`config.mk`:
```
export PLATFORM = sky130hd
export DESIGN_NAME = spec_regmap
export DESIGN_NICKNAME = d
export VERILOG_FILES = /design/src/rtl/regmap_pkg.sv /design/src/rtl/regmap_ctrl.sv /design/src/rtl/regmap_dp.sv /design/src/rtl/spec_regmap.sv
export SDC_FILE = /design/constraint.sdc
export NUM_CORES = 2
export LEC_CHECK = 0
export BUFFER_PORTS_ARGS = -buffer_cell sky130_fd_sc_hd__clkbuf_2
export CAP_MARGIN = 20
export CORE_MARGIN = 2
export CORE_UTILIZATION = 57
export DETAILED_ROUTE_END_ITERATION = 7
export GPL_TIMING_DRIVEN = 0
export PLACE_DENSITY = 0.76
export SYNTH_ARGS = -nofsm -noshare
export SYNTH_HDL_FRONTEND = slang
export SYNTH_SLANG_ARGS = --single-unit
```
`constraint.sdc`:
```
create_clock -name clk -period 2.85 [get_ports clk]
set_input_delay 0.4275 -clock clk [delete_from_list [all_inputs] [get_ports clk]]
set_output_delay 0.4275 -clock clk [all_outputs]
set_load 0.03 [all_outputs]
```
`src/rtl/regmap_pkg.sv`:
```
package regmap_pkg;
  typedef struct packed {
    logic incEn;   // bump counter of rename register
    logic decEn;   // drop counter of commit register
    logic tagWr;   // write tag of rename register
    logic valWr;   // write value of commit register
  } mapStrobe_t;
endpackage

```
`src/rtl/regmap_ctrl.sv`:
```
module regmap_ctrl
  import regmap_pkg::*;
#(
  parameter int NREG = 32,
  parameter int CW   = 4
) (
  input  logic                    renValid,
  input  logic [$clog2(NREG)-1:0] renReg,
  input  logic                    cmtValid,
  input  logic [$clog2(NREG)-1:0] cmtReg,
  input  logic                    specOn,
  input  logic [CW-1:0]           renCnt,
  input  logic [CW-1:0]           cmtCnt,
  output mapStrobe_t              strobe,
  output logic                    underflow
);
  localparam logic [CW-1:0] CMAX = {CW{1'b1}};

  logic renLive;
  logic sameReg;
  logic collide;

  assign renLive = renValid && !specOn;
  assign sameReg = (renReg == cmtReg);
  assign collide = renLive && cmtValid && sameReg;

  always_comb begin
    strobe       = '0;
    underflow    = 1'b0;
    strobe.tagWr = renLive;
    strobe.valWr = cmtValid;
    if (!collide) begin
      strobe.incEn = renLive && (renCnt != CMAX);
      strobe.decEn = cmtValid && (cmtCnt != '0);
      underflow    = cmtValid && (cmtCnt == '0);
    end
  end
endmodule

```
`src/rtl/regmap_dp.sv`:
```
module regmap_dp
  import regmap_pkg::*;
#(
  parameter int NREG = 32,
  parameter int DW   = 32,
  parameter int TW   = 6,
  parameter int CW   = 4
) (
  input  logic                    clk,
  input  logic                    rstN,
  input  mapStrobe_t              strobe,
  input  logic [$clog2(NREG)-1:0] renReg,
  input  logic [TW-1:0]           renTag,
  input  logic [$clog2(NREG)-1:0] cmtReg,
  input  logic [DW-1:0]           cmtData,
  input  logic [$clog2(NREG)-1:0] rdReg,
  output logic [CW-1:0]           renCnt,
  output logic [CW-1:0]           cmtCnt,
  output logic                    rdReady,
  output logic [DW-1:0]           rdData,
  output logic [NREG*CW-1:0]      cntFlat
);
  logic [DW-1:0] valArr [NREG];
  logic [TW-1:0] tagArr [NREG];
  logic [CW-1:0] cntArr [NREG];

  for (genvar i = 0; i < NREG; i++) begin : gEntry
    logic renHit;
    logic cmtHit;
    assign renHit = (renReg == i[$clog2(NREG)-1:0]);
    assign cmtHit = (cmtReg == i[$clog2(NREG)-1:0]);

    always_ff @(posedge clk or negedge rstN) begin
      if (!rstN) begin
        valArr[i] <= '0;
        tagArr[i] <= '0;
        cntArr[i] <= '0;
      end else begin
        if (strobe.valWr && cmtHit) valArr[i] <= cmtData;
        if (strobe.tagWr && renHit) tagArr[i] <= renTag;
        if (strobe.incEn && renHit)      cntArr[i] <= cntArr[i] + 1'b1;
        else if (strobe.decEn && cmtHit) cntArr[i] <= cntArr[i] - 1'b1;
      end
    end

    assign cntFlat[i*CW +: CW] = cntArr[i];
  end

  assign renCnt  = cntArr[renReg];
  assign cmtCnt  = cntArr[cmtReg];
  assign rdReady = (cntArr[rdReg] == '0);
  assign rdData  = rdReady ? valArr[rdReg] : DW'(tagArr[rdReg]);
endmodule

```
`src/rtl/spec_regmap.sv`:
```
module spec_regmap
  import regmap_pkg::*;
#(
  parameter int NREG = 32,
  parameter int DW   = 32,
  parameter int TW   = 6,
  parameter int CW   = 4
) (
  input  logic                    clk,
  input  logic                    rstN,
  input  logic                    renValid,
  input  logic [$clog2(NREG)-1:0] renReg,
  input  logic [TW-1:0]           renTag,
  input  logic                    cmtValid,
  input  logic [$clog2(NREG)-1:0] cmtReg,
  input  logic [DW-1:0]           cmtData,
  input  logic                    specOn,
  input  logic [$clog2(NREG)-1:0] rdReg,
  output logic                    rdReady,
  output logic [DW-1:0]           rdData,
  output logic                    cmtUnderflow
);
  mapStrobe_t          strobe;
  logic [CW-1:0]       renCnt;
  logic [CW-1:0]       cmtCnt;
  logic [NREG*CW-1:0]  cntFlat;

  regmap_ctrl #(.NREG(NREG), .CW(CW)) uCtrl (
    .renValid (renValid),
    .renReg   (renReg),
    .cmtValid (cmtValid),
    .cmtReg   (cmtReg),
    .specOn   (specOn),
    .renCnt   (renCnt),
    .cmtCnt   (cmtCnt),
    .strobe   (strobe),
    .underflow(cmtUnderflow)
  );

  regmap_dp #(.NREG(NREG), .DW(DW), .TW(TW), .CW(CW)) uDp (
    .clk    (clk),
    .rstN   (rstN),
    .strobe (strobe),
    .renReg (renReg),
    .renTag (renTag),
    .cmtReg (cmtReg),
    .cmtData(cmtData),
    .rdReg  (rdReg),
    .renCnt (renCnt),
    .cmtCnt (cmtCnt),
    .rdReady(rdReady),
    .rdData (rdData),
    .cntFlat(cntFlat)
  );
endmodule

```
==> results.cfg <==
[run_status]
status = finished with violations
violations = negative setup slack

[synthesis]
yosysWarnings = 0
synth_seq_cells = 1344
postSynthCellCount = 4188
async_flop_share_pct = 100
syn_avg_cell_area_um2 = 15.5
synth.distinct_cells = 70
netlist_area_um2 = 64700
synth_flop_cell = dfrtp_1
synth_nets = 4342
yosysSeqAreaShare_pct = 51.9
synth_edf_count = 0

[floorplan]
coreArea_um2 = 113000
rows = 123
die_h_um = 341
initial_core_util_pct = 57.5
top_level_ports = 92
die_w_um = 341
dieArea_um2 = 116000

[clocking]
htreeDepth = 4
cts.clk_slew.worst_paths_ns = 0.06
cts_buffers = 143
clk_latency_ns = 0.76
clock_path_buffers = 3
cts_root_buf = clkbuf_16
cts_num_sinks = 1344
cts_tree = done

[timing]
slew_viol_final = 0
period_minus_slack_ns = 3.92
max_freq_mhz = 255
hold_ws_ns = 0.0342
slew_headroom_pct = 21.8
period_share_pct = 138
setup_viol = 319
hold_viol_final = 0
worst_clock_skew_ns = 0.0125
final.setup.worst_slack_ns = -1.07
worst_slew_pin_slew_ns = 1.17
grt_setup_unrepaired = yes

[power_and_ir_drop]
ir_drop_mv = 0.613
switchingPower_uw = 17100
combPwrFrac_pct = 23.7
clkPwrFrac_pct = 32.3
swShare_pct = 28.4
p_seq_share_pct = 44.0
report.power.total_uw = 59900
power_density_nw_per_um2 = 785
leakage_uw = 0.0336
power.internal_uw = 42900

[worst_setup_path]
cp_max_fo = 8
crit_path_end_kind = primary output
crit_type = register to primary output
cp.arrival_ns = 3.49
startpoint_type = register
startpoint = uDp.cntFlat[25]
critPathRequiredTime_ns = 2.42
reg2reg_from = uDp.cntFlat[79]

[grt]
grt_start_max_net_pins = 115
grt-ovfl-total = 0
antenna_found_initial = 2
globalRouteTotalUtil_pct = 31.4
grt_pass1_vias = 42313
grt_pass1_wl_um = 270000

[cells_and_area]
nFillCells = 7578
final_area_um2 = 76300
layout_commonest_cell = dfrtp_1
final_cells = 6191
area_growth_pct = 17.9
drive_gt1_share_pct = 55.0
final_cell_mix = dfrtp_1 (1294), mux2_2 (1241), mux4_2 (396)
final_nets = 4735

[detailed_routing]
drt-total-wl_um = 181000
drt_first_pass_iters = 8
routedWlPerCell_um = 29.3
via_per_inst = 6.48
drtIter0Drc = 3763
antenna_left = 0
drc = 0
vias = 40142

[place]
routabilityCongestion = 0.926
hpwl_um = 121000
port_buffers = 86
placed_area_um2 = 68200
dp.cells = 5797
place_ws_ns = -1.44

[worst_hold_path]
hold_path.class = input port to register
hold_start = cmtData[9]

[job]
drv_cap = 0
==> final timing paths <==
check | cells past startpoint | to | slack, ns
setup / recovery | 8 | rdData[1] | -1.07
hold / removal | 2 | uDp.valArr[297] | 0.03
setup reg to reg | 17 | uDp.cntFlat[71] | -0.40
hold reg to reg | 1 | uDp.cntFlat[63] | 0.49
max in group asynchronous | 7 | uDp.valArr[311] | -0.44
min in group asynchronous | 3 | uDp.tagArr[45] | 0.75
==> power groups by stage <==
stage | logic (µW) | clock network (µW) | registers, µW
3_5_place_dp | 12100 | 0 | 26400
2_1_floorplan | 9350 | 0 | 25500
6_report | 14200 | 19300 | 26400
4_1_cts | 13400 | 19500 | 26200
5_1_grt | 15200 | 20300 | 26900
3_3_place_gp | 11500 | 0 | 26300
==> state kept, by name, summed over array words and instances (netlist names) <==
signal       cells
uDp.valArr    1024
uDp.tagArr     192
uDp.cntFlat    128
==> logic make-up (layout without fill, tap and decap cells) <==
logic type	after synthesis	in the layout	synth area share [%]
xor gates and xnor gates	101	101	1.37
other	0	1	0
DFF	1344	1344	51.9
buffers and inverters	360	862	2.27
muxes	1726	1726	37.0
and+or+nand+nor	384	384	3.16
AOI/OAI and AO/OA	177	177	2.04
adders and majority gates	96	96	2.23
==> per-layer routing <==
layer / routed length (µm) / up-vias / track usage, %
li1: - / 16443 / -
met1: 72600 / 21544 / 42.6
met2: 86100 / 1648 / 49.1
met3: 14300 / 503 / 7.38
met4: 8380 / 4 / 13.6
met5: 26 / - / 0
==> through the flow <==
step | TNS [ns] | utilization, %
2_1_floorplan | -0.0268 | -
3_3_place_gp | - | 60.1
3_5_place_dp | -803.31 | 60.6
4_1_cts | -103.59 | 66.8
5_1_grt | -198.40 | 67.7
6_report | -89.48 | 67.7
==> final cells by class <==
| cell class | instances | area, µm² | share of cell area, % |
|---|---|---|---|
| Sequential cell | 1344 | 33700 | 44.2 |
| Inverter | 17 | 98.8 | 0.130 |
| Buffer | 341 | 1960 | 2.57 |
| Multi-Input combinational cell | 2484 | 31100 | 40.8 |
| Clock buffer | 215 | 4300 | 5.63 |
| Antenna cell | 1 | 2.50 | 0.00328 |
| Timing Repair Buffer | 250 | 2660 | 3.49 |
| Tap cell | 1500 | 1880 | 2.46 |
| Clock inverter | 39 | 592 | 0.775 |
==> synth_stat cells, types with 49 or more instances <==
| library cell | n | area [µm²] |
|---|---|---|
| mux4_2 | 396 | 8920 |
| xor2_1 | 59 | 517 |
| buf_2 | 85 | 425 |
| a21oi_1 | 53 | 265 |
| clkbuf_1 | 189 | 709 |
| nor2_1 | 100 | 375 |
| buf_1 | 65 | 244 |
| mux2_2 | 1242 | 14000 |
| ha_1 | 64 | 801 |
| nand2_1 | 78 | 293 |
| mux2i_1 | 49 | 490 |
| dfrtp_1 | 1344 | 33600 |
==> critical path: stages (launching register included) <==
cell	delay, ns
dfrtp_2	0.40
or4_4	0.55
mux2_4	0.29
a2111oi_4	0.37
o21ai_2	0.17
and2_4	0.28
buf_6	0.16
a211o_4	0.37
buf_8	0.16
==> timing repair <==
action,CTS,global route
hold buffers,37,1
pin swaps,77,64
gates cloned,5,2
setup buffers,45,54
endpoints found under the hold margin,156,382
gates resized for setup,333,183
endpoints found under the setup margin,303,575
(Power assumes the default switching activity.)
